==> config.mk <==
export PLATFORM = sky130hd
export DESIGN_NAME = exc_arbiter
export DESIGN_NICKNAME = d
export VERILOG_FILES = /design/src/rtl/exc_arbiter.sv
export SDC_FILE = /design/constraint.sdc
export NUM_CORES = 1
export LEC_CHECK = 0
export ABC_AREA = 1
export BUFFER_PORTS_ARGS = -buffer_cell sky130_fd_sc_hd__clkbuf_2
export CAP_MARGIN = 20
export CORE_AREA = 2 2 241 243
export CTS_CLUSTER_DIAMETER = 200
export DETAILED_ROUTE_END_ITERATION = 8
export DIE_AREA = 0 0 243 245
export PLACE_DENSITY_LB_ADDON = 0.12
export SLEW_MARGIN = 40
export SYNTH_ARGS = -nofsm -noshare
export SYNTH_HDL_FRONTEND = slang
export SYNTH_SLANG_ARGS = --single-unit
==> constraint.sdc <==
create_clock -name clk -period 148.1 [get_ports clk]
set_input_delay 22.215 -clock clk [delete_from_list [all_inputs] [get_ports clk]]
set_output_delay 22.215 -clock clk [all_outputs]
set_load 0.05 [all_outputs]
==> src/rtl/exc_arbiter.sv <==
`timescale 1ns/1ps
module exc_arbiter #(
  parameter int NTRAP = 8,
  parameter int NIRQ  = 118,
  parameter int DEPTH = 8
) (
  input  logic                                  clk,
  input  logic                                  rst_n,
  input  logic [NTRAP-1:0]                      trap_req,
  input  logic [NIRQ-1:0]                       irq_req,
  input  logic [NIRQ-1:0]                       irq_en,
  input  logic [3*NIRQ-1:0]                     irq_pri,
  input  logic                                  ack,
  input  logic                                  reti,
  output logic                                  take,
  output logic [$clog2(NTRAP+NIRQ)-1:0]         vec,
  output logic [3:0]                            cpu_pri
);
  localparam int NSRC = NTRAP + NIRQ;
  localparam int VW   = $clog2(NSRC);
  localparam int PW   = $clog2(DEPTH + 1);
  localparam logic [3:0] TRAP_LVL = 4'd8;

  logic          w_ok;
  logic [VW-1:0] w_vec;
  logic [3:0]    w_lvl;
  logic [3:0]    best;
  logic          take_q;
  logic [VW-1:0] vec_q;
  logic [3:0]    lvl_q;
  logic [3:0]    cur_q;
  logic [3:0]    stk [DEPTH];
  logic [PW-1:0] ptr;
  logic [3:0]    top;
  logic          still;
  logic          accepted;
  logic          full;
  logic          pop;

  always_comb begin
    w_ok  = 1'b0;
    w_vec = '0;
    w_lvl = '0;
    best  = '0;
    for (int n = NIRQ - 1; n >= 0; n--) begin
      if (irq_req[n] && irq_en[n] &&
          ({1'b0, irq_pri[3*n +: 3]} > cur_q) &&
          ({1'b0, irq_pri[3*n +: 3]} >= best)) begin
        best  = {1'b0, irq_pri[3*n +: 3]};
        w_ok  = 1'b1;
        w_vec = VW'(NTRAP + n);
        w_lvl = {1'b0, irq_pri[3*n +: 3]};
      end
    end
    for (int t = NTRAP - 1; t >= 0; t--) begin
      if (trap_req[t]) begin
        w_ok  = 1'b1;
        w_vec = VW'(t);
        w_lvl = TRAP_LVL;
      end
    end
  end

  always_comb begin
    still = 1'b0;
    for (int t = 0; t < NTRAP; t++)
      if (vec_q == VW'(t)) still = trap_req[t];
    for (int n = 0; n < NIRQ; n++)
      if (vec_q == VW'(NTRAP + n)) still = irq_req[n] && irq_en[n];
  end

  always_comb begin
    top = '0;
    for (int i = 0; i < DEPTH; i++)
      if (ptr == PW'(i + 1)) top = stk[i];
  end

  assign accepted = take_q && ack && still;
  assign full     = (ptr == PW'(DEPTH));
  assign pop      = reti && !accepted && (ptr != '0);

  always_ff @(posedge clk) begin
    if (!rst_n) begin
      take_q <= 1'b0;
      vec_q  <= '0;
      lvl_q  <= '0;
      cur_q  <= '0;
      ptr    <= '0;
      for (int i = 0; i < DEPTH; i++) stk[i] <= '0;
    end else begin
      take_q <= w_ok && !full && !accepted;
      vec_q  <= w_vec;
      lvl_q  <= w_lvl;
      if (accepted) begin
        cur_q <= lvl_q;
        ptr   <= ptr + PW'(1);
        for (int i = 0; i < DEPTH; i++)
          if (ptr == PW'(i)) stk[i] <= cur_q;
      end else if (pop) begin
        cur_q <= top;
        ptr   <= ptr - PW'(1);
      end
    end
  end

  assign take    = take_q;
  assign vec     = vec_q;
  assign cpu_pri = cur_q;

  a_r7_raise: assert property (@(posedge clk) disable iff (!rst_n)
    accepted |=> cpu_pri == $past(lvl_q));
  a_r7_drop: assert property (@(posedge clk) disable iff (!rst_n)
    accepted |=> !take);
  a_r9_full_hold: assert property (@(posedge clk) disable iff (!rst_n)
    full |=> !take);
  a_r8_pop: assert property (@(posedge clk) disable iff (!rst_n)
    pop |=> cpu_pri == $past(top));
  a_r10_ceiling: assert property (@(posedge clk) disable iff (!rst_n)
    cpu_pri <= TRAP_LVL);
  a_r3_above_level: assert property (@(posedge clk) disable iff (!rst_n)
    (take && vec >= VW'(NTRAP)) |-> lvl_q > cpu_pri);
endmodule

* Word level (Yosys, flattened, before mapping)
Memory sizes are Yosys's and may differ from the RTL's. Index checks and enable logic that the tools add are counted.
Cells by class: $add $sub $neg 2, multipliers 0, div/mod/pow operators 0, order comparisons 235, equal/unequal tests 133, shifts and indexed selects 0, muxes and demuxes 556, bitwise logic cells 9, reduce and logical (&&, ||, !) cells 372
Operators with widths (number):
- 2-to-1 mux 4 bit | 153
- greater-than comparator 3 x 4 -> 1 bit | 118
- greater-or-equal comparator 3 x 4 -> 1 bit | 117
- == test 7 bit, second input constant | 62
- 2-to-1 mux 7 bit | 62
- logical AND 1 bit | 359
- 2-to-1 mux 1 bit | 286
- == test 7 x 6 -> 1 bit, second input constant | 32
- 2-to-1 mux 6 bit | 32
- == test 7 x 5 -> 1 bit, second input constant | 16
- 2-to-1 mux 5 bit | 16
- OR reduction 65 bit | 1
- == test 7 x 4 -> 1 bit, second input constant | 8
- OR reduction 33 bit | 1
- == test 7 x 3 -> 1 bit, second input constant | 4
- OR reduction 17 bit | 1
- == test 4 x 3 -> 1 bit, second input constant | 4
- 2-to-1 mux 3 bit | 5
- == test 7 x 2 -> 1 bit, second input constant | 2
- OR reduction 9 bit | 1
- == test 4 x 2 -> 1 bit, second input constant | 2
- OR 1 bit | 8
- == test 7 x 1 -> 1 bit, second input constant | 1
- logical NOT 7 bit | 1
- 13 further kinds | 15
Word-level totals: flip-flop bits (word level) 20, bits in latches 0, RAM bits 32, ROM bits 0, input port bits 602, output and inout port bits 12, memories kept 1
Memories:
- stk | words 8, bits a word 4, rd ports 8, clocked after memory_dff 0, write ports 8, RTL line 32 | logic [3:0] stk [DEPTH];

* Logic depth before layout (Yosys ltp)
Gate-level depths: netlist of run 1.
depth in word-level cells 364, mapped depth 1081, gate-level depth less buffers 1081

* Worst setup path after synthesis of run 1
OpenSTA, ideal clock, no wires.
kind input to register, start point input irq_pri[351], end point register take_q (netlist: take), library setup time 0.109 ns, arrival time 132.104 ns, setup slack 15.887 ns, stages 1031, buffers on the path 0, cells stage by stage inv_1 -> ha_1 -> nand2_1 -> nor2_1 -> nor3_1 -> nand2_1 -> inv_1 -> nand2_1 -> ha_1 -> nand3_1 -> nand3_1 -> nand3_1 -> o21ai_0 -> ha_1 -> inv_1 -> nand2_1 -> o21ai_0 -> clkinv_1 -> [995 not listed] -> o21ai_0 -> nand2_1 -> nand2_1 -> inv_1 -> nand2_1 -> and2_1 -> ha_1 -> a21boi_0 -> o21ai_0 -> nand2_1 -> nand3_1 -> inv_1 -> nor4_1 -> nand4_1 -> nor4_1 -> nand4_1 -> nand2_1 -> inv_1
Between the ends: cells in the longest elaborated chain, start to end 364, elaborated cells between the ends (all ways) 481, those cells by class order compare: 118; mux: 243; reduce/logical: 120
Ends and longest elaborated chain:
- start: declaration | RTL line 12 | input logic [3*NIRQ-1:0] irq_pri,
- greater-than comparator 3 x 4 -> 1 bit | RTL line 47 | ({1'b0, irq_pri[3*n +: 3]} > cur_q) &&
- logical AND 1 bit | RTL line 46 | if (irq_req[n] && irq_en[n] &&
- 2-to-1 mux 3 bit | RTL line 46
- greater-or-equal comparator 3 x 4 -> 1 bit | RTL line 48 | ({1'b0, irq_pri[3*n +: 3]} >= best)) begin
- logical AND 1 bit | RTL line 47
- 2-to-1 mux 4 bit | RTL line 46
- greater-or-equal comparator 3 x 4 -> 1 bit | RTL line 48
- logical AND 1 bit | RTL line 47
- [340 not listed]
- greater-or-equal comparator 3 x 4 -> 1 bit | RTL line 48
- logical AND 1 bit | RTL line 47
- 2-to-1 mux 4 bit | RTL line 46
- greater-or-equal comparator 3 x 4 -> 1 bit | RTL line 48
- logical AND 1 bit | RTL line 47
- 2-to-1 mux 1 bit (*) | RTL line 46
- 2-to-1 mux 1 bit (*) (8 in a row) | RTL line 56 | if (trap_req[t]) begin
- logical AND 1 bit (*) (2 in a row) | RTL line 91 | take_q <= w_ok && !full && !accepted;
- end signal: assignment | RTL line 91
- end: declaration | RTL line 28 | logic take_q;
Mark *: on every way between the ends. The rest lies on a longest branch, timed or not. A chain may end at the register's enable or synchronous reset.

==> tab_implementation.tex, run 1 <==
\begin{tabular}{lr}
\hline
Metric & Value \\
\hline
\multicolumn{2}{l}{\textbf{Placement}} \\
Weighted congestion at the end of routability-driven global placement & 0.937 \\
Count of input and output buffers & 613 \\
Placed instance count & 5535 \\
Pre-CTS worst setup slack & about 1400 ps \\
HPWL Detailed & 83600 µm \\
\multicolumn{2}{l}{\textbf{Detailed routing}} \\
Detail-routed via count per cell & about 5.4 \\
Detailed-route wire length & 99900 µm \\
Initial DRC Count & 1757 \\
Number of vias in the routed layout & between 30000 and 40000 \\
DRT Pass-1 Iters & 5 \\
Per-cell routed wire length & 17.8 µm \\
Remaining DRCs & 0 \\
Antenna Nets Post-Route & 0 \\
\multicolumn{2}{l}{\textbf{Setup path}} \\
Bufs and invs on worst path & between 100 and 150 \\
Slowest CP cell & a2111o\_1 \\
Critical Path Fanout Max & 9 \\
Reg2reg path depth & 1031 \\
Required time of the critical path & between 100000 and 150000 ps \\
Arrival time worst endpoint & 136020 ps \\
Category of the worst setup path capture point & register \\
Reg2reg setup slack & 33390 ps \\
Setup CP Type & in -> reg \\
Critical path's largest stage delay & 530 ps \\
Crit path max-delay family & simple AND/OR/NAND/NOR gates \\
Launch instance of the worst register-to-register path & cpu\_pri[1] \\
End of the worst register-to-register path & take \\
Most frequent cell on the critical path & nand2\_1 \\
Crit path launch & irq\_pri[352] \\
Crit path launch type & primary input \\
\multicolumn{2}{l}{\textbf{Clocking}} \\
Max H-tree Level & 2 \\
Maximum buffer depth of the clock tree & 2 \\
Quantity of hold-fixing buffers added after cts & 0 \\
CTS sink count & 52 \\
CTS root buf & clkbuf\_16 \\
Clock slew at the register clock pins of the worst setup and hold paths & 60 ps \\
CTS tree & done \\
CTS Buf Count & 5 \\
Clock latency on the worst-skew pair & 290 ps \\
\multicolumn{2}{l}{\textbf{Timing}} \\
Minimum setup slack in the final design & 12270 ps \\
Shortest period the worst path allows & 135830 ps \\
Fmax & 0.00736 GHz \\
Hold Worst Slack & 491 ps \\
Setup violations, final & 0 \\
Worst setup skew after layout & $\sim$4.7 ps \\
Slew at the pin closest to its max-slew limit & 864 ps \\
Final clock period utilization by the worst path & 91.7\% \\
Rel. slew slack & 42.3\% \\
Number of hold-slack violations in the final timing report & 0 \\
Number of pins with negative max-slew slack in the final report & 0 \\
\multicolumn{2}{l}{\textbf{Layout}} \\
End-of-flow core utilization & 56.3\% \\
Fraction of final layout cells with drive strength greater than 1 & 25.1\% \\
Area of the multi-input gates & 23000 µm² \\
Area taken by flip-flops and latches & 1370 µm² \\
Layout Area Growth over Synthesis & 20.9\% \\
Final Non-Filler Cells & 5609 \\
Fillers & about 5800 \\
Fin nets & 6076 \\
\multicolumn{2}{l}{\textbf{Synth}} \\
Synth cell types & 57 \\
Cell count after synthesis & 4150 \\
Main flop type after synthesis & edfxtp\_1 \\
Nets in the synthesized netlist & 5398 \\
Number of synthesized register bits & 52 \\
Number of enable-type register cells in the synthesized netlist & 32 \\
Seq/Total Area, Yosys & 5.13\% \\
Number of warning messages in the yosys log & 0 \\
Mapped Area & 26500 µm² \\
Share of flip-flops with an asynchronous set or reset after synthesis & 0\% \\
Post-Syn Area per Cell & between 6 and 7 µm² \\
\multicolumn{2}{l}{\textbf{Global route}} \\
Global-route wire length before repair & 151000 µm \\
GRT Util Overall & 31.9\% \\
Via count of the first global-routing pass & $\sim$28000 \\
Largest net degree at the start of global routing & 48 \\
GRT Residual Overflow & 0 \\
Antenna violations before repair & 19 \\
\multicolumn{2}{l}{\textbf{Die}} \\
Overall die height & 245 µm \\
Die footprint & 59500 µm² \\
\# rows & approximately 90 \\
Ports & 614 \\
Floorplan core area & 57000 µm² \\
Starting Density & about 47\% \\
Die width & between 200 and 250 µm \\
\multicolumn{2}{l}{\textbf{Worst hold path}} \\
Startpoint of the worst hold path & ptr[3] \\
Worst Hold End & ptr[3] \\
Worst hold-check path type & reg -> reg \\
Hold Path Cell Cnt & 1 \\
\multicolumn{2}{l}{\textbf{Run}} \\
Number of max-cap violations & 0 \\
\multicolumn{2}{l}{\textbf{Outcome}} \\
Result of the run & completed \\
\hline
\end{tabular}
-- registers in the layout, summed over array words and instances, names as in the netlist --
name	flops
cpu_pri	4
ptr	4
take	1
lvl_q	4
vec	7
stk	32
-- per-layer routing --
layer  vias up  global-route usage [%]  routed length, µm
met2       845                    54.8              46400
li1      15600                       -                  -
met3       155                    3.52               6410
met4         4                    9.62               3250
met1     13700                    41.9              43800
met5         -                       0                 24
-- cell usage in the layout, fill, tap and decap left out, types with 17 or more instances in the layout --
cell and count:
and2_1 23, ha_1 646, nor3_1 58, inv_1 730, nand2_4 83, o21ai_0 267, or2_2 22, a21oi_1 105
nand3_1 213, nor2_1 172, nand2_1 816, buf_4 77, nor4_1 17, dfxtp_1 19, a311oi_1 106, clkbuf_2 613
o21bai_1 53, o21ai_2 56, nand2_2 202, o21a_1 53, edfxtp_1 32, nand4_1 61, o21ai_1 108, nand3_2 97
a21boi_0 39
-- synth_stat cells, drive strengths merged, types with 3 or more instances --
library cell | instances | area share, %
nand2 | 1101 | 18
inv | 748 | 11
ha | 646 | 30
o21ai | 431 | 8.2
nand3 | 311 | 7.7
nor2 | 181 | 2.6
a311oi | 107 | 3.6
a21oi | 106 | 2.0
nor3 | 64 | 1.2
nand4 | 61 | 1.4
o21a | 53 | 1.5
o21bai | 53 | 1.5
a21boi | 52 | 1.5
edfxtp | 32 | 3.6
or2 | 30 | 0.71
and2 | 24 | 0.57
dfxtp | 20 | 1.5
clkbuf | 19 | 0.27
nor4 | 19 | 0.45
a31oi | 13 | 0.31
nand3b | 8 | 0.23
o211ai | 8 | 0.23
a211oi | 7 | 0.20
o2111ai | 6 | 0.20
o311ai | 6 | 0.20
o31ai | 6 | 0.17
a31o | 5 | 0.16
clkinv | 5 | 0.075
a41oi | 4 | 0.13
o221ai | 4 | 0.13
a2111oi | 3 | 0.099
-- stage by stage --
step,setup TNS (ps),cell area [µm²]
floorplan,0,26500
global placement,0,30800
detailed placement,0,30800
CTS,0,30900
global route,-1300,32100
finish,0,32100
-- worst max-delay path by stage --
stage	cells after the start	slack [ps]	end
2_1_floorplan	1208	15890	take
3_3_place_gp	1209	2980	take
3_5_place_dp	909	1380	take
4_1_cts	895	1320	take
5_1_grt	895	-520	take
6_report	896	12270	take
-- area by class of cell --
class,count,share of cell area [%]
clock inverter,3,0.0429
antenna,15,0.117
multi-input combinational,3324,71.8
clock buffer,5,0.390
sequential,52,4.25
timing repair buffer,692,11.5
tap,765,2.98
inverter,753,8.93
-- logic make-up after synthesis --
group,count (synthesis),synth area share [%]
AO/OA/AOI/OAI,877,20.5
adder cells (fa/ha/maj),646,30.5
buffers and inverters,774,11.1
flip-flops,52,5.13
AND/OR/NAND/NOR,1801,32.8
-- repair_timing --
action / in CTS / in global routing
setup endpoints to repair: 0 / 11
setup buffers: 0 / 51
gates resized for setup: 0 / 327
Power of run 1 is not shown: default switching activity piles up to over one toggle a cycle in this logic, so the estimate is an artifact.
==> run 2: changes to the inputs <==
--- a/config.mk
+++ b/config.mk
@@ -12,8 +12,7 @@
 export CTS_CLUSTER_DIAMETER = 200
 export DETAILED_ROUTE_END_ITERATION = 8
 export DIE_AREA = 0 0 243 245
-export PLACE_DENSITY_LB_ADDON = 0.12
-export SLEW_MARGIN = 40
+export PLACE_DENSITY = 0.75
 export SYNTH_ARGS = -nofsm -noshare
 export SYNTH_HDL_FRONTEND = slang
 export SYNTH_SLANG_ARGS = --single-unit
==> run 2 against run 1 <==
  * Cell count up 0.27%
  * Critical path type unchanged
  * Critical endpoint unchanged
  * Global-route usage about the same
  * Register-to-register slack worse by 440 ps
  * Wire length up 0.95%
  * Sequential share of layout area about the same
==> tab_implementation.tex, run 2 (synthesis gave the netlist of run 1 again) <==
\begin{tabular}{lr}
\hline
Metric & Value \\
\hline
\multicolumn{2}{l}{\textbf{Worst hold path}} \\
Worst hold-check path type & reg -> reg \\
Startpoint of the worst hold path & ptr[3] \\
Hold Path Cell Cnt & 1 \\
Worst Hold End & ptr[3] \\
\multicolumn{2}{l}{\textbf{Detailed routing}} \\
Detail-routed via count per cell & 5.50 \\
Remaining DRCs & 0 \\
Initial DRC Count & 1975 \\
Detailed-route wire length & $\sim$100000 µm \\
Number of vias in the routed layout & 30900 \\
Per-cell routed wire length & about 18 µm \\
DRT Pass-1 Iters & 6 \\
Antenna Nets Post-Route & 0 \\
\multicolumn{2}{l}{\textbf{Die}} \\
\# rows & 88 \\
Overall die height & around 250 µm \\
Floorplan core area & 57000 µm² \\
Die width & $\sim$240 µm \\
Ports & 614 \\
Starting Density & 46.5\% \\
Die footprint & 59500 µm² \\
\multicolumn{2}{l}{\textbf{Setup path}} \\
Required time of the critical path & 148290 ps \\
End of the worst register-to-register path & take \\
Critical path's largest stage delay & 500 ps \\
Category of the worst setup path capture point & register \\
Bufs and invs on worst path & 141 \\
Depth of the critical timing path with buffers and inverters included & $\sim$900 \\
Crit path max-delay family & simple AND/OR/NAND/NOR gates \\
Setup CP Type & in -> reg \\
Arrival time worst endpoint & roughly 140000 ps \\
Launch instance of the worst register-to-register path & cpu\_pri[0] \\
Slowest CP cell & a2111o\_1 \\
Crit path launch type & primary input \\
Reg2reg path depth & 1031 \\
Most frequent cell on the critical path & nand2\_1 \\
Critical Path Fanout Max & 9 \\
Reg2reg setup slack & 32950 ps \\
\multicolumn{2}{l}{\textbf{Placement}} \\
Pre-CTS worst setup slack & 1340 ps \\
Weighted congestion at the end of routability-driven global placement & 0.976 \\
Placed instance count & about 5500 \\
Count of input and output buffers & 613 \\
HPWL Detailed & 84100 µm \\
Post-place instance area & 30800 µm² \\
\multicolumn{2}{l}{\textbf{Timing}} \\
Shortest period the worst path allows & 136450 ps \\
Rel. slew slack & between 20 and 30\% \\
Setup violations, final & 0 \\
Worst setup skew after layout & $\sim$8.7 ps \\
Fmax & 0.00733 GHz \\
Minimum setup slack in the final design & 11650 ps \\
Slew at the pin closest to its max-slew limit & 1080 ps \\
Number of hold-slack violations in the final timing report & 0 \\
Number of pins with negative max-slew slack in the final report & 0 \\
Final clock period utilization by the worst path & around 92\% \\
\multicolumn{2}{l}{\textbf{Clocking}} \\
Max H-tree Level & 2 \\
Maximum buffer depth of the clock tree & 2 \\
CTS sink count & 52 \\
Clock latency on the worst-skew pair & 290 ps \\
CTS Buf Count & 5 \\
CTS tree & done \\
Clock slew at the register clock pins of the worst setup and hold paths & $\sim$70 ps \\
CTS root buf & clkbuf\_16 \\
Quantity of hold-fixing buffers added after cts & 0 \\
\multicolumn{2}{l}{\textbf{Layout}} \\
Fraction of final layout cells with drive strength greater than 1 & 25.2\% \\
Final Non-Filler Cells & 5624 \\
Register with the most flip-flops & stk \\
Fillers & 5694 \\
Most frequent cells in the layout & 814 x nand2\_1, 728 x inv\_1, 646 x ha\_1 \\
Commonest non-fill, non-tap cell in the layout & nand2\_1 \\
Largest register FFs & 32 \\
End-of-flow core utilization & 56.4\% \\
Final design instance area without fill & 32200 µm² \\
Layout Area Growth over Synthesis & 21.2\% \\
Fin nets & 6085 \\
\multicolumn{2}{l}{\textbf{Global route}} \\
Global-route wire length before repair & 152000 µm \\
Via count of the first global-routing pass & 28400 \\
GRT Residual Overflow & 0 \\
GRT Util Overall & between 30\% and 40\% \\
Antenna violations before repair & 18 \\
Largest net degree at the start of global routing & 63 \\
\multicolumn{2}{l}{\textbf{Outcome}} \\
Result of the run & completed \\
\multicolumn{2}{l}{\textbf{Run}} \\
Number of max-cap violations & 0 \\
\hline
\end{tabular}
-- run 2: changes by cell type in the layout (fill, tap and decap cells not counted), moves of 3 or more --
cell	previous run	this run
o21ai_0	267	257
a21boi_0	39	34
diode_2	15	21
o21ai_1	108	120
nand2_2	202	199
buf_4	77	86
nor2_1	172	175
nor2_2	9	6
nand2_4	83	88
a21boi_1	13	18
-- run 2: how the worst max path moves through the flow --
| stage | start | slack, ps | to |
|---|---|---|---|
| after floorplan | irq_pri[351] | 15890 | take |
| after global placement | irq_pri[351] | 3850 | take |
| after detailed placement | irq_pri[352] | 1340 | take |
| after CTS | irq_pri[352] | 1270 | take |
| after global routing | irq_pri[352] | -960 | take |
| final | irq_pri[352] | 11650 | take |
-- run 2: worst register-to-register path: cells and delay by family, from the launching register on --
kind,cells,cell delay (ps)
adder cells (fa/ha/maj),118,30730
AND/OR/NAND/NOR,509,44640
AO/OA/AOI/OAI,245,29330
buffers and inverters,159,9460
flip-flops,1,700
-- run 2: through the flow --
step           hold slack [ps]  TNS (ps)
2_1_floorplan              443         0
3_3_place_gp               473         0
3_5_place_dp               481         0
4_1_cts                    497         0
5_1_grt                    514     -6080
6_report                   495         0
-- run 2: timing repair --
item | CTS | global route
endpoints found under the setup margin | 0 | 11
buffers inserted | 0 | 56
resized for setup | 0 | 347
-- run 2: metal layers --
metal	part of all wire, %	vias to the layer above	global-route usage (%)
met5	0	-	0
met4	5.5	0	15.6
met3	7.4	251	3.89
met2	45	1165	53.6
met1	42	13900	40.4
li1	-	15600	-
-- run 2: final cells by class --
class	instances	area, µm²	share of cell area, %
clock buffer	5	125	0.389
antenna	21	52.6	0.163
timing repair buffer	700	3730	11.6
clock inverter	3	21.3	0.0661
multi-input combinational	3325	23000	71.6
sequential	52	1370	4.24
inverter	753	2870	8.91
tap	765	957	2.98
Power of run 2 is left out for the same reason.
